File: config.mk
export PLATFORM = sky130hd
export DESIGN_NAME = scu_smartcard_uart
export DESIGN_NICKNAME = d
export VERILOG_FILES = /design/src/rtl/scu_pkg.sv /design/src/rtl/scu_tick_gen.sv /design/src/rtl/scu_tx.sv /design/src/rtl/scu_rx.sv /design/src/rtl/scu_smartcard_uart.sv
export SDC_FILE = /design/constraint.sdc
export NUM_CORES = 1
export LEC_CHECK = 0
export ABC_AREA = 1
export ABC_CLOCK_PERIOD_IN_PS = 2300
export BUFFER_PORTS_ARGS = -buffer_cell sky130_fd_sc_hd__buf_2
export CAP_MARGIN = 20
export CELL_PAD_IN_SITES_DETAIL_PLACEMENT = 1
export CELL_PAD_IN_SITES_GLOBAL_PLACEMENT = 1
export CORE_UTILIZATION = 30
export CTS_CLUSTER_SIZE = 12
export DETAILED_ROUTE_END_ITERATION = 7
export PLACE_DENSITY = 0.55
export SLEW_MARGIN = 20
export SYNTH_ARGS = -nofsm -noshare
export SYNTH_HDL_FRONTEND = slang
export SYNTH_SLANG_ARGS = --single-unit
File: constraint.sdc
create_clock -name clk -period 2.3 [get_ports clk]
set_clock_uncertainty 0.05 [all_clocks]
set_input_delay 0.345 -clock clk [delete_from_list [all_inputs] [get_ports clk]]
set_output_delay 0.345 -clock clk [all_outputs]
set_load 0.03 [all_outputs]
File: src/rtl/scu_pkg.sv
// Package: shared constants and types for the single-wire serial transceiver.
// Assumes the character layout is fixed: 1 start, 8 data, 1 parity, 1 stop.
package scu_pkg;
    localparam int DATA_BITS   = 8;
    localparam int FRAME_BITS  = DATA_BITS + 3;   // start + data + parity + stop
    localparam int SUB_W       = 4;               // 16 sub-bit ticks per bit
    localparam int IDX_W       = 4;

    typedef enum logic [1:0] {
        RX_IDLE = 2'd0,
        RX_BITS = 2'd1,
        RX_STOP = 2'd2
    } rx_state_e;
endpackage

File: src/rtl/scu_tick_gen.sv
// Module: scu_tick_gen
// Divides the clock by (div+1) into sub-bit ticks and counts SUB_W bits of
// ticks per bit. It reports the bit midpoint (eighth tick) and bit end (last tick).
// Assumes div is stable while run is high; restart realigns to a bit boundary.
module scu_tick_gen #(
    parameter int DIV_W = 8,
    parameter int SUB_W = 4
) (
    input  logic             clk,
    input  logic             rst_n,
    input  logic             restart,
    input  logic             run,
    input  logic [DIV_W-1:0] div,
    output logic             bit_mid,
    output logic             bit_end
);
    localparam logic [SUB_W-1:0] SUB_LAST = {SUB_W{1'b1}};
    localparam logic [SUB_W-1:0] SUB_MID  = SUB_LAST >> 1;

    logic [DIV_W-1:0] pre_q;
    logic [SUB_W-1:0] sub_q;
    logic             tick;

    assign tick    = run && (pre_q == div);
    assign bit_mid = tick && (sub_q == SUB_MID);
    assign bit_end = tick && (sub_q == SUB_LAST);

    // Prescaler and sub-bit counter, cleared on restart or when idle.
    always_ff @(posedge clk) begin
        if (!rst_n || restart || !run) begin
            pre_q <= '0;
            sub_q <= '0;
        end else if (tick) begin
            pre_q <= '0;
            sub_q <= sub_q + 1'b1;
        end else begin
            pre_q <= pre_q + 1'b1;
        end
    end

    a_r2_prescale_bound: assert property (@(posedge clk) disable iff (!rst_n)
        run |-> (pre_q <= div));
endmodule

File: src/rtl/scu_tx.sv
// Module: scu_tx
// Shifts one character (start, data LSB first, even parity, stop) onto the
// open-drain request. It samples the wire in the middle of its stop bit to
// detect a receiver's error pulse. Assumes load is asserted only while idle.
module scu_tx
    import scu_pkg::*;
#(
    parameter int DIV_W = 8
) (
    input  logic                 clk,
    input  logic                 rst_n,
    input  logic [DIV_W-1:0]     div,
    input  logic                 load,
    input  logic [DATA_BITS-1:0] load_byte,
    input  logic                 line_s,
    output logic                 busy,
    output logic                 drive_low,
    output logic                 done,
    output logic                 err_det
);
    localparam logic [IDX_W-1:0] LAST_IDX = IDX_W'(FRAME_BITS - 1);

    logic [FRAME_BITS-1:0] shift_q;
    logic [IDX_W-1:0]      idx_q;
    logic                  bit_mid, bit_end;

    scu_tick_gen #(.DIV_W(DIV_W), .SUB_W(SUB_W)) u_tick (
        .clk     (clk),
        .rst_n   (rst_n),
        .restart (load),
        .run     (busy),
        .div     (div),
        .bit_mid (bit_mid),
        .bit_end (bit_end)
    );

    assign drive_low = busy && !shift_q[0];
    assign done      = busy && bit_end && (idx_q == LAST_IDX);
    assign err_det   = busy && bit_mid && (idx_q == LAST_IDX) && !line_s;

    // Character shifter: load a framed byte, advance one bit per bit period.
    always_ff @(posedge clk) begin
        if (!rst_n) begin
            busy    <= 1'b0;
            idx_q   <= '0;
            shift_q <= '1;
        end else if (load) begin
            busy    <= 1'b1;
            idx_q   <= '0;
            shift_q <= {1'b1, ^load_byte, load_byte, 1'b0};
        end else if (busy && bit_end) begin
            if (idx_q == LAST_IDX) begin
                busy <= 1'b0;
            end else begin
                idx_q   <= idx_q + 1'b1;
                shift_q <= {1'b1, shift_q[FRAME_BITS-1:1]};
            end
        end
    end

    a_r1_start_low: assert property (@(posedge clk) disable iff (!rst_n)
        $rose(busy) |-> drive_low);
    a_r2_idx_bound: assert property (@(posedge clk) disable iff (!rst_n)
        idx_q <= LAST_IDX);
    a_r3_stop_released: assert property (@(posedge clk) disable iff (!rst_n)
        (busy && idx_q == LAST_IDX) |-> !drive_low);
endmodule

File: src/rtl/scu_rx.sv
// Module: scu_rx
// Receives one character after a qualified start edge and checks even parity.
// On a violation it drives the wire low for the stop-bit period, then hands
// the byte over. Assumes line_s is already synchronised to clk.
module scu_rx
    import scu_pkg::*;
#(
    parameter int DIV_W = 8
) (
    input  logic                 clk,
    input  logic                 rst_n,
    input  logic [DIV_W-1:0]     div,
    input  logic                 enable,
    input  logic                 line_s,
    input  logic                 line_fell,
    output logic                 active,
    output logic                 drive_low,
    output logic                 done,
    output logic [DATA_BITS-1:0] byte_out,
    output logic                 perr_out
);
    localparam logic [IDX_W-1:0] PAR_IDX = IDX_W'(DATA_BITS + 1);

    rx_state_e             state_q;
    logic [IDX_W-1:0]      idx_q;
    logic [DATA_BITS-1:0]  data_q;
    logic                  par_q;
    logic                  err_q;
    logic                  start;
    logic                  bit_mid, bit_end;

    assign start     = enable && (state_q == RX_IDLE) && line_fell;
    assign active    = (state_q != RX_IDLE);
    assign drive_low = (state_q == RX_STOP) && err_q;
    assign done      = (state_q == RX_STOP) && bit_end;
    assign byte_out  = data_q;
    assign perr_out  = err_q;

    scu_tick_gen #(.DIV_W(DIV_W), .SUB_W(SUB_W)) u_tick (
        .clk     (clk),
        .rst_n   (rst_n),
        .restart (start),
        .run     (active),
        .div     (div),
        .bit_mid (bit_mid),
        .bit_end (bit_end)
    );

    // Receive sequencer: qualify start, sample mid-bit, check parity, signal.
    always_ff @(posedge clk) begin
        if (!rst_n) begin
            state_q <= RX_IDLE;
            idx_q   <= '0;
            data_q  <= '0;
            par_q   <= 1'b0;
            err_q   <= 1'b0;
        end else begin
            case (state_q)
                RX_IDLE: begin
                    if (start) begin
                        state_q <= RX_BITS;
                        idx_q   <= '0;
                    end
                end
                RX_BITS: begin
                    if (bit_mid) begin
                        if (idx_q == '0) begin
                            if (line_s) state_q <= RX_IDLE;
                        end else if (idx_q == PAR_IDX) begin
                            par_q <= line_s;
                        end else begin
                            data_q <= {line_s, data_q[DATA_BITS-1:1]};
                        end
                    end
                    if (bit_end) begin
                        if (idx_q == PAR_IDX) begin
                            state_q <= RX_STOP;
                            err_q   <= ^{data_q, par_q};
                        end else begin
                            idx_q <= idx_q + 1'b1;
                        end
                    end
                end
                RX_STOP: begin
                    if (bit_end) state_q <= RX_IDLE;
                end
                default: state_q <= RX_IDLE;
            endcase
        end
    end

    a_r6_false_start_abort: assert property (@(posedge clk) disable iff (!rst_n)
        (state_q == RX_BITS && idx_q == '0 && bit_mid && line_s) |=> (state_q == RX_IDLE));
    a_r8_pulse_steady: assert property (@(posedge clk) disable iff (!rst_n)
        (state_q == RX_STOP && !bit_end) |=> $stable(drive_low));
    a_r7_idx_bound: assert property (@(posedge clk) disable iff (!rst_n)
        idx_q <= PAR_IDX);
endmodule

File: src/rtl/scu_smartcard_uart.sv
// Module: scu_smartcard_uart (top)
// Half-duplex single-wire transceiver. It contains a one-deep transmit buffer,
// a transmit shifter and a receiver that share one open-drain line, plus the
// sticky interrupt and error flags. Assumes line_in is the wired-AND of the
// line and that baud_div only changes between characters.
module scu_smartcard_uart
    import scu_pkg::*;
#(
    parameter int DIV_W = 8
) (
    input  logic                 clk,
    input  logic                 rst_n,
    input  logic [DIV_W-1:0]     baud_div,
    input  logic                 tx_wr,
    input  logic [DATA_BITS-1:0] tx_byte,
    output logic [DATA_BITS-1:0] rx_byte,
    input  logic                 line_in,
    output logic                 line_drive_low,
    output logic                 tx_buf_empty,
    output logic                 tx_empty,
    output logic                 tx_irq,
    input  logic                 tx_irq_clr,
    output logic                 rx_irq,
    input  logic                 rx_irq_clr,
    output logic                 rx_perr,
    output logic                 tx_err_seen,
    input  logic                 err_clr
);
    logic                 sync1_q, line_s, line_prev;
    logic                 line_fell;
    logic                 buf_full;
    logic [DATA_BITS-1:0] buf_q;
    logic                 tx_load, tx_busy, tx_drive, tx_done, tx_err;
    logic                 rx_active, rx_drive, rx_done, rx_bad;
    logic [DATA_BITS-1:0] rx_data;

    assign line_fell      = line_prev && !line_s;
    assign tx_load        = buf_full && !tx_busy && !rx_active;
    assign tx_buf_empty   = !buf_full;
    assign tx_empty       = !buf_full && !tx_busy;
    assign line_drive_low = tx_drive || rx_drive;

    // Two-stage synchroniser plus previous level for edge detection.
    always_ff @(posedge clk) begin
        if (!rst_n) begin
            sync1_q   <= 1'b1;
            line_s    <= 1'b1;
            line_prev <= 1'b1;
        end else begin
            sync1_q   <= line_in;
            line_s    <= sync1_q;
            line_prev <= line_s;
        end
    end

    // One-deep transmit buffer: accept when empty, drain into the shifter.
    always_ff @(posedge clk) begin
        if (!rst_n) begin
            buf_full <= 1'b0;
            buf_q    <= '0;
        end else if (tx_load) begin
            buf_full <= 1'b0;
        end else if (tx_wr && !buf_full) begin
            buf_full <= 1'b1;
            buf_q    <= tx_byte;
        end
    end

    // Sticky request and error flags; a new event wins over a clear.
    always_ff @(posedge clk) begin
        if (!rst_n) begin
            tx_irq      <= 1'b0;
            rx_irq      <= 1'b0;
            rx_perr     <= 1'b0;
            tx_err_seen <= 1'b0;
        end else begin
            if (tx_done)         tx_irq <= 1'b1;
            else if (tx_irq_clr) tx_irq <= 1'b0;
            if (rx_done)         rx_irq <= 1'b1;
            else if (rx_irq_clr) rx_irq <= 1'b0;
            if (rx_done && rx_bad) rx_perr <= 1'b1;
            else if (err_clr)      rx_perr <= 1'b0;
            if (tx_err)            tx_err_seen <= 1'b1;
            else if (err_clr)      tx_err_seen <= 1'b0;
        end
    end

    // Received byte register, updated when a character completes.
    always_ff @(posedge clk) begin
        if (!rst_n)       rx_byte <= '0;
        else if (rx_done) rx_byte <= rx_data;
    end

    scu_tx #(.DIV_W(DIV_W)) u_tx (
        .clk       (clk),
        .rst_n     (rst_n),
        .div       (baud_div),
        .load      (tx_load),
        .load_byte (buf_q),
        .line_s    (line_s),
        .busy      (tx_busy),
        .drive_low (tx_drive),
        .done      (tx_done),
        .err_det   (tx_err)
    );

    scu_rx #(.DIV_W(DIV_W)) u_rx (
        .clk       (clk),
        .rst_n     (rst_n),
        .div       (baud_div),
        .enable    (!tx_busy && !tx_load),
        .line_s    (line_s),
        .line_fell (line_fell),
        .active    (rx_active),
        .drive_low (rx_drive),
        .done      (rx_done),
        .byte_out  (rx_data),
        .perr_out  (rx_bad)
    );

    a_r10_half_duplex: assert property (@(posedge clk) disable iff (!rst_n)
        !(tx_busy && rx_active));
    a_r9_tx_irq_hold: assert property (@(posedge clk) disable iff (!rst_n)
        (tx_irq && !tx_irq_clr) |=> tx_irq);
    a_r9_rx_irq_hold: assert property (@(posedge clk) disable iff (!rst_n)
        (rx_irq && !rx_irq_clr) |=> rx_irq);
    a_r5_err_hold: assert property (@(posedge clk) disable iff (!rst_n)
        (tx_err_seen && !err_clr) |=> tx_err_seen);
    a_r4_load_frees_buffer: assert property (@(posedge clk) disable iff (!rst_n)
        tx_load |=> (tx_buf_empty && !tx_empty));
    a_r3_single_driver: assert property (@(posedge clk) disable iff (!rst_n)
        !(tx_drive && rx_drive));
endmodule

==> run summary, run 1 <==
synth cell count leaders -> nand2_1 (130), dfxtp_1 (79), inv_1 (61)
post-synth cell types -> 36
RSZ-0062 raised after global routing -> no
most frequent CP cell -> nand2_1
total global routing overflow -> 0
DRT iter0 DRCs -> 128
initial antenna violation count -> 0
core area -> 0.0126 sq mm
count of final setup violators -> 0
fmax -> 521 MHz
Setup Buffers After CTS -> 0
Crit. End Element -> flop
via count -> 3508
Slowest-stage cell, CP -> dfxtp_1
Max VDD drop -> 0.434 mV
dpl hpwl -> 7410 um
GP Congestion -> 0.765
Leakage -> 0.00200 uW
Least-Margin Pin Slew -> 0.463 ns
IO Port Bufs -> 37
pwr dens -> 708 mW/mm^2
Hold/Removal Path Class -> in2reg
synth top area cells -> dfxtp_1 (41%), nand2_1 (13%), a21oi_1 (6.1%)
root buffer selected by CTS -> clkbuf_16
setup TNS -> 0 ns
DRC -> 0
Synth area leader -> dfxtp_1
Max-Cap Viols -> 0
Max H-tree Level -> 3
diode count -> 0
total CTS buffers -> 9
share of cells above drive strength 1 -> 14.1%
largest net degree at the start of global routing -> 25
vias in the first global route -> 3521
fin crit period -> 1.92 ns
cell-by-cell trace of the critical path -> inv_2 > nand2_1 > nand2_1 > nor3_1 > nand2_1 > nor2_1 > nand3_1 > nand2_1 > nand2_2 > nand2_1 > nand3_1
Post-Synthesis Cells -> 542
WP data required -> 2.48 ns
crit path max fanout -> 10
mapped cell area -> 0.00388 sq mm
die width -> 116 um
WHS -> 0.134 ns
Die Footprint -> 0.0134 sq mm
Clock Tree Buf Depth -> 2
dominant synthesized flop cell -> dfxtp_1
first-pass GRT wire length -> 17000 um
synth warn -> 0
initial core utilization -> 30.8%
Area growth, synth to finish -> 18.0%
CP startpoint kind -> flop
post-synth top area share -> 40.7%
GRT Total Usage -> 16.7%
WL per Instance -> 12.8 um
status -> completed
Avg Inst Size Synth -> 7.17 sq um
asr flop ratio synth -> 0%
Setup CP Type -> reg2reg
Die Ht -> 116 um
pins over their slew limit -> 0
NumNets Final -> 616
Synthesized Nets -> 574
# clock sinks -> 79
row count -> 41
final hold viol count -> 0
IO Pins -> 38
ANT nets after route -> 0
Worst slew margin -> 68.9%
# resized after CTS -> 0
TritonRoute pass-1 iters -> 4
Hold-fix buffers, CTS -> 0
WP data arrival -> 2.10 ns
post-synthesis sequential area ratio -> 40.7%
Skew-Pair Late Insertion Delay -> 0.35 ns
Crit path largest cell delay -> 0.43 ns
clock-pin slew on the worst setup and hold paths -> 0.06 ns
number of synthesized register bits -> 79
drt total wl -> 9750 um
EDFF count, synth -> 0
Fill cells -> 1625
most common cell in the netlist -> nand2_1
CTS tree -> yes
Vias/cell -> 4.61
Tcrit/Tclk final -> 83.5%
==> logic make-up (layout without fill, tap and decap cells) <==
kind of cell | after synthesis | in the layout | synth area share, %
xor+xnor | 27 | 27 | 6.09
fa+ha+maj | 9 | 9 | 2.90
simple gates | 265 | 265 | 31.5
flops | 79 | 79 | 40.7
buf+inv | 83 | 130 | 8.41
compound gates | 79 | 79 | 10.4
==> power by group <==
part           leakage, uW  internal [uW]  total [uW]  switching (uW)
combinational      0.00120            111         309             198
sequential        0.000642           1410        1450            33.9
clock             0.000152            898        1490             593
total              0.00200           2420        3250             825
==> per-stage QoR <==
stage	instances	area, sq um	power, uW	util [%]	worst slack, ns
after CTS	761	4580	3310	36.3	0.372
after global routing	761	4580	3420	36.3	0.154
after global placement	745	4270	1780	33.9	0.405
final	761	4580	3250	36.3	0.379
after detailed placement	745	4270	1790	33.9	0.330
after floorplan	542	3880	1690	-	0.616
==> worst paths after layout <==
kind,start,end,slack (ns),cells after the start
setup / recovery,u_tx.u_tick.pre_q[2]$_SDFF_PP0_,u_tx.shift_q[1]$_SDFFE_PN1P_,0.38,11
hold / removal,line_in,sync1_q$_SDFF_PN1_,0.13,2
setup reg to reg,u_tx.u_tick.pre_q[2]$_SDFF_PP0_,u_tx.shift_q[1]$_SDFFE_PN1P_,0.38,11
hold reg to reg,sync1_q$_SDFF_PN1_,line_s$_SDFF_PN1_,0.36,1
==> worst max-delay path: cells and delay by family, from the launching register on <==
kind	cells	cell delay, ns
and+or+nand+nor	10	1.25
DFF	1	0.43
buffers and inverters	1	0.08
==> registers in the layout, summed over array words and instances (netlist names), 2 cells and up <==
name	cells
u_tx.u_tick.pre_q	8
u_tx.shift_q	10
u_tx.u_tick.sub_q	4
buf_q	8
u_tx.idx_q	4
u_rx.byte_out	8
u_rx.state_q	2
u_rx.u_tick.sub_q	4
u_rx.idx_q	4
rx_byte	8
u_rx.u_tick.pre_q	8
==> routing by layer <==
metal	routed length [um]	global-route usage, %	part of all wire, %
met5	0	0	0
met4	146	6.15	1.5
met3	277	5.44	2.8
met2	4570	27.5	47
met1	4760	20.2	49
==> cell type report <==
| cell class | instances | area (sq um) | share of cell area [%] |
|---|---|---|---|
| multi-input cells | 380 | 1980 | 43.1 |
| flip-flops and latches | 79 | 1580 | 34.5 |
| inverters | 72 | 278 | 6.06 |
| clock buffers | 11 | 253 | 5.51 |
| repair buffers | 42 | 223 | 4.86 |
| well taps | 172 | 215 | 4.70 |
| clock inverters | 5 | 56.3 | 1.23 |
==> cells in the final DEF (no fill, tap or decap), types with 2 or more instances in the layout <==
cell,Yosys,routed
a21oi_1,47,47
and3_1,2,2
buf_2,3,37
buf_4,1,5
clkbuf_16,0,9
clkbuf_8,0,2
clkinv_1,2,2
clkinv_2,0,2
clkinv_4,1,2
dfxtp_1,79,79
ha_1,9,9
inv_1,61,61
inv_2,7,7
nand2_1,130,130
nand2_2,5,5
nand3_1,37,37
nand3b_1,2,2
nand4_1,23,23
nor2_1,42,42
nor2_8,2,2
nor3_1,10,10
nor3b_1,2,2
o21ai_0,26,26
o21ai_1,2,2
or2_2,4,4
xnor2_1,16,16
xor2_1,11,11
Power figures use the tool's default switching activity.
==> run 2: changes to the inputs <==
Settings changed: ABC_CLOCK_PERIOD_IN_PS 2300 to 1730, PLACE_DENSITY 0.55 to 0.57.
Clock period 2.3 ns to 1.73 ns, I/O delays scaled along.
==> run 2 against run 1 <==
Critical path depth is the same. Die area is the same. Non-clock buffer count grew 35. Setup slack lost 0.35 ns. Clock-buffer cell count grew 1. Critical path type unchanged. Highest routed layer unchanged.
==> run summary, run 2 (synthesis gave the netlist of run 1 again) <==
ANT nets after route -> 0
count of final setup violators -> 0
total global routing overflow -> 0
IO Pins -> 38
Skew-Pair Late Insertion Delay -> 0.35 ns
RSZ-0062 raised after global routing -> yes
GP Congestion -> 0.794
root buffer selected by CTS -> clkbuf_16
Hold/Removal Path Class -> in2reg
die width -> 116 um
crit path max fanout -> 8
Least-Margin Pin Slew -> 0.379 ns
Clock Tree Buf Depth -> 2
pins over their slew limit -> 0
clock-pin slew on the worst setup and hold paths -> 0.06 ns
Hold-fix buffers, CTS -> 0
Max H-tree Level -> 3
post-route cell area -> 0.00495 sq mm
WHS -> 0.0517 ns
WP data required -> 1.96 ns
worst-case reg-to-reg path depth -> 11
core area -> 0.0126 sq mm
GRT Total Usage -> 16.7%
Setup CP Type -> reg2reg
Max-Cap Viols -> 0
vias in the first global route -> 3695
Tcrit/Tclk final -> 98.1%
final hold viol count -> 0
hold path depth -> 2
pwr dens -> 840 mW/mm^2
diode count -> 0
initial antenna violation count -> 0
drt total wl -> 10200 um
Design Power -> 4160 uW
dpl hpwl -> 7660 um
initial core utilization -> 30.8%
Leakage -> 0.00218 uW
status -> completed
# clock sinks -> 79
CTS tree -> yes
placed inst area -> 0.00452 sq mm
Worst slew margin -> 74.7%
register area -> 0.00159 sq mm
Crit. End Element -> flop
largest net degree at the start of global routing -> 27
fin crit period -> 1.70 ns
Die Footprint -> 0.0134 sq mm
via count -> 3675
Most flops, register -> u_tx.shift_q
first-pass GRT wire length -> 17200 um
Fill cells -> 1602
DRT iter0 DRCs -> 126
DRC -> 0
TritonRoute pass-1 iters -> 4
most frequent cells in the layout -> nand2_1 (127), dfxtp_1 (71), inv_1 (60)
WP data arrival -> 1.93 ns
CP startpoint kind -> flop
Area growth, synth to finish -> 27.3%
fmax -> 589 MHz
Max VDD drop -> 0.486 mV
Multi-input gate area -> 0.00206 sq mm
Die Ht -> 116 um
commonest non-fill, non-tap cell in the layout -> nand2_1
Vias/cell -> 4.62
share of cells above drive strength 1 -> 22.6%
IO Port Bufs -> 37
WL per Instance -> 12.8 um
total CTS buffers -> 9
NumNets Final -> 652
row count -> 41
max reg flops -> 10
==> run 2: critical path, cell delays in order, from the launching register on <==
cell and delay [ns]:
dfxtp_2 0.33, buf_6 0.11, nand2_2 0.06, nand2_2 0.05, nor2_2 0.08, nand3_2 0.15
nor2_8 0.19, buf_6 0.14, clkinv_8 0.07, nor2_8 0.13, nand4_1 0.11, a21oi_1 0.16
==> run 2: timing repair <==
action                                 in CTS  in global routing
gates cloned                                0                  1
pin swaps                                   0                  9
buffers inserted                            0                  4
endpoints found under the hold margin       0                  0
setup endpoints to repair                  12                 61
resized for setup                           6                 32
==> run 2: final cells by class <==
class                           count  area share [%]
Sequential cell                    79            32.2
Clock buffer                       12            5.18
Tap cell                          172            4.35
Timing Repair Buffer               77            10.3
Inverter                           72            5.82
Multi-Input combinational cell    381            41.7
Clock inverter                      3           0.379
==> run 2: final timing paths <==
path	slack (ns)	start	end
setup / recovery	0.03	u_rx.u_tick.pre_q[3]$_SDFF_PP0_	u_rx.byte_out[0]$_SDFFE_PN0P_
setup reg to reg	0.03	u_rx.u_tick.pre_q[3]$_SDFF_PP0_	u_rx.byte_out[0]$_SDFFE_PN0P_
hold reg to reg	0.37	sync1_q$_SDFF_PN1_	line_s$_SDFF_PN1_
hold / removal	0.05	line_in	sync1_q$_SDFF_PN1_
==> run 2: per-layer routing <==
layer  GRT usage [%]  up-vias  share of wire, %
li1                -     1911                 -
met1            20.2     1711                47
met2            27.7       38                48
met3            5.18       15               3.3
met4            5.98        0               1.9
met5               0        -                 0
==> run 2: through the flow <==
step                      utilization [%]  worst slack, ns  setup TNS, ns  cells
after floorplan                         -           0.0455              0    542
after global placement               35.8           0.0124              0    776
after detailed placement             35.8          -0.0559         -0.478    776
after CTS                            38.2          0.00676              0    791
after global routing                 39.2          -0.0705         -0.731    796
final                                39.2           0.0327              0    796
==> run 2: where the power goes <==
group,total (uW),internal (uW),leakage (uW),switching (uW)
clock network,1790,1040,0.000138,748
registers,1920,1880,0.000646,39.8
logic,453,173,0.00140,279
==> run 3: changes to the inputs <==
Settings changed: ABC_AREA 1 to default, PLACE_DENSITY 0.57 to 0.55.
==> run 3 against run 2 <==
The flow now finishes with violations (setup timing). Fmax shrank 11%. Highest routed layer unchanged. Flip-flop and latch count unchanged. Global-route usage rose by 0.44 points. Clock power rose by 6%. Final cell count decreased by 8.2%. Combinational power decreased by 6.6%. Setup slack lost 0.21 ns.
==> run summary, run 3 <==
Skew-Pair Late Insertion Delay -> 0.35 ns
Clock Tree Buf Depth -> 2
NumNets Final -> 590
TritonRoute pass-1 iters -> 4
core area -> 0.0122 sq mm
Die Footprint -> 0.0131 sq mm
setup TNS -> -1.20 ns
DRC -> 0
dpl hpwl -> 7460 um
routing usage on met3 -> 4.92%
GRT Total Usage -> 17.1%
largest net degree at the start of global routing -> 26
initial antenna violation count -> 0
register area -> 0.00159 sq mm
RSZ-0062 raised after global routing -> yes
synth cell count leaders -> dfxtp_1 (79), nor2_1 (43), xnor2_1 (34)
IO Port Bufs -> 37
most common cell in the netlist -> dfxtp_1
Avg Inst Size Synth -> 8.59 sq um
Most Crowded Layer GR -> met2
vias in the first global route -> 3554
Synthesized Nets -> 474
Multi-input gate area -> 0.00246 sq mm
Post-Synthesis Cells -> 442
Max VDD drop -> 0.723 mV
Psw -> 994 uW
via count -> 3471
# clock sinks -> 79
CP startpoint kind -> flop
root buffer selected by CTS -> clkbuf_16
ANT nets after route -> 0
Worst slew margin -> 70.8%
Fill cells -> 1435
DRT iter0 DRCs -> 82
most frequent cells in the layout -> buf_4 (74), dfxtp_1 (70), nor2_1 (42)
Pint -> 3220 uW
Comb pwr share -> 10.0%
WHS -> 0.0573 ns
WP data arrival -> 2.14 ns
Most flops, register -> u_tx.shift_q
share of cells above drive strength 1 -> 38.4%
hold path start -> line_in
post-synth cell types -> 48
initial core utilization -> 31.2%
GP Congestion -> 0.759
Reg2Reg Setup Slack -> -0.18 ns
Max-Cap Viols -> 0
Least-Margin Pin Slew -> 0.434 ns
fmax -> 524 MHz
Setup CP Type -> reg2reg
row count -> 40
Synth area leader -> dfxtp_1
total CTS buffers -> 9
post-route insts no fill -> 731
pwr dens -> 746 mW/mm^2
WP data required -> 1.96 ns
synth warn -> 0
Area growth, synth to finish -> 48.9%
IO Pins -> 38
Leakage -> 0.00219 uW
Max H-tree Level -> 3
Hold-fix buffers, CTS -> 0
met1 GRT Util -> 20.4%
post-synth top area share -> 41.6%
Critical R2R Launch -> line_s$_SDFF_PN1_
asr flop ratio synth -> 0%
WL per Instance -> 14.8 um
Vias/cell -> 4.75
final hold viol count -> 0
Crit path largest cell delay -> 0.56 ns
crit path max fanout -> 2
synth top area cells -> dfxtp_1 (42%), xnor2_1 (7.8%), nor2_1 (4.3%)
first-pass GRT wire length -> 17300 um
Net Sw Frac -> 23.6%
Design Power -> 4220 uW
die width -> 115 um
sequential share of power -> 45.0%
clock-pin slew on the worst setup and hold paths -> 0.06 ns
kind of cell adding the most delay to the critical path -> simple AND/OR/NAND/NOR gates
hold path depth -> 2
fin crit period -> 1.91 ns
Die Ht -> 115 um
cell-by-cell trace of the critical path -> or4b_4 > a211oi_4 > nand4_1 > or3_1 > a21oi_2
CP Buf/Inv Count -> 0
diode count -> 0
violated checks -> setup timing
Inst Count DP -> 700
M2 GR Usage -> 29.7%
pins over their slew limit -> 0
Clock Power Share -> 45.0%
count of final setup violators -> 25
post-synthesis sequential area ratio -> 41.6%
fin worst setup slack -> -0.180 ns
drt total wl -> 10800 um
status -> complete, but fails checks
EDFF count, synth -> 0
CTS tree -> yes
Slowest-stage cell, CP -> or4b_4
commonest non-fill, non-tap cell in the layout -> buf_4
Crit. End Element -> flop
hold endpoint -> sync1_q$_SDFF_PN1_
number of synthesized register bits -> 79
dominant synthesized flop cell -> dfxtp_1
mapped cell area -> 0.00380 sq mm
worst flop-to-flop path endpoint -> u_rx.idx_q[3]$_SDFFE_PN0P_
pre-CTS setup slack -> -0.214 ns
total global routing overflow -> 0
Tcrit/Tclk final -> 110%
Hold/Removal Path Class -> in2reg
max reg flops -> 10
worst-case reg-to-reg path depth -> 5
run 3: cell types whose count changed in the layout (fill, tap and decap cells not counted), moves of 11 or more:
cell     change
xnor2_1     +11
or3_1       +15
nand2_1    -103
nand3_1     -17
buf_4       +37
a21oi_1     -25
inv_1       -33
mux2i_1     +11
o21ai_0     -18
nand4_1     -11
run 3: worst max path at each step:
stage | cells after the start | to | startpoint | slack (ns)
floorplan | 8 | u_tx.shift_q[7]$_SDFFE_PN1P_ | u_tx.idx_q[0]$_SDFFE_PP0P_ | -0.13
global placement | 8 | u_rx.idx_q[3]$_SDFFE_PN0P_ | baud_div[7] | -0.16
detailed placement | 8 | u_rx.idx_q[3]$_SDFFE_PN0P_ | baud_div[7] | -0.21
CTS | 9 | u_tx.shift_q[7]$_SDFFE_PN1P_ | u_tx.idx_q[0]$_SDFFE_PP0P_ | -0.14
global route | 5 | u_rx.idx_q[3]$_SDFFE_PN0P_ | line_s$_SDFF_PN1_ | -0.22
finish | 5 | u_rx.idx_q[3]$_SDFFE_PN0P_ | line_s$_SDFF_PN1_ | -0.18
run 3: per-layer routing:
layer  vias up  wire length [um]
li1       1758                 -
met1      1672              4880
met2        29              5540
met3        12               292
met4         0               129
met5         -                 0
run 3: layout make-up:
| type | instances | area share, % |
|---|---|---|
| clock buffers | 13 | 4.42 |
| well taps | 168 | 3.72 |
| inverters | 28 | 1.86 |
| multi-input cells | 314 | 43.5 |
| repair buffers | 126 | 17.6 |
| clock inverters | 3 | 0.752 |
| flip-flops and latches | 79 | 28.2 |
run 3: cell families (layout without fill, tap and decap cells):
group | Yosys count | count (layout) | share of synthesized area (%)
simple gates | 176 | 176 | 23.9
flops | 79 | 79 | 41.6
compound gates | 70 | 70 | 11.8
buf+inv | 49 | 170 | 5.77
xor+xnor | 48 | 48 | 11.1
mux | 11 | 11 | 2.90
fa+ha+maj | 9 | 9 | 2.97
run 3: repair_timing:
| item | CTS | global route |
|---|---|---|
| cloned | 2 | 1 |
| pin swaps | 10 | 42 |
| setup buffers | 7 | 5 |
| setup endpoints to repair | 37 | 54 |
| resized for setup | 38 | 63 |
run 3: worst reg2reg max path, delay by kind of cell (launching register included):
kind / cells / cell delay (ns)
compound gates: 2 / 0.40
flops: 1 / 0.32
simple gates: 3 / 1.09
run 3: power groups by stage:
stage | logic (uW) | clock network [uW] | registers, uW
after floorplan | 226 | 0 | 1930
after global placement | 374 | 0 | 1930
after detailed placement | 380 | 0 | 1930
after CTS | 407 | 1960 | 1900
after global routing | 468 | 2050 | 1900
final | 423 | 1900 | 1900
run 3: metrics by stage:
step | utilization (%) | instance area, sq um
floorplan | - | 3830
global placement | 38.4 | 4680
detailed placement | 38.4 | 4680
CTS | 43.0 | 5230
global route | 46.5 | 5660
finish | 46.5 | 5660
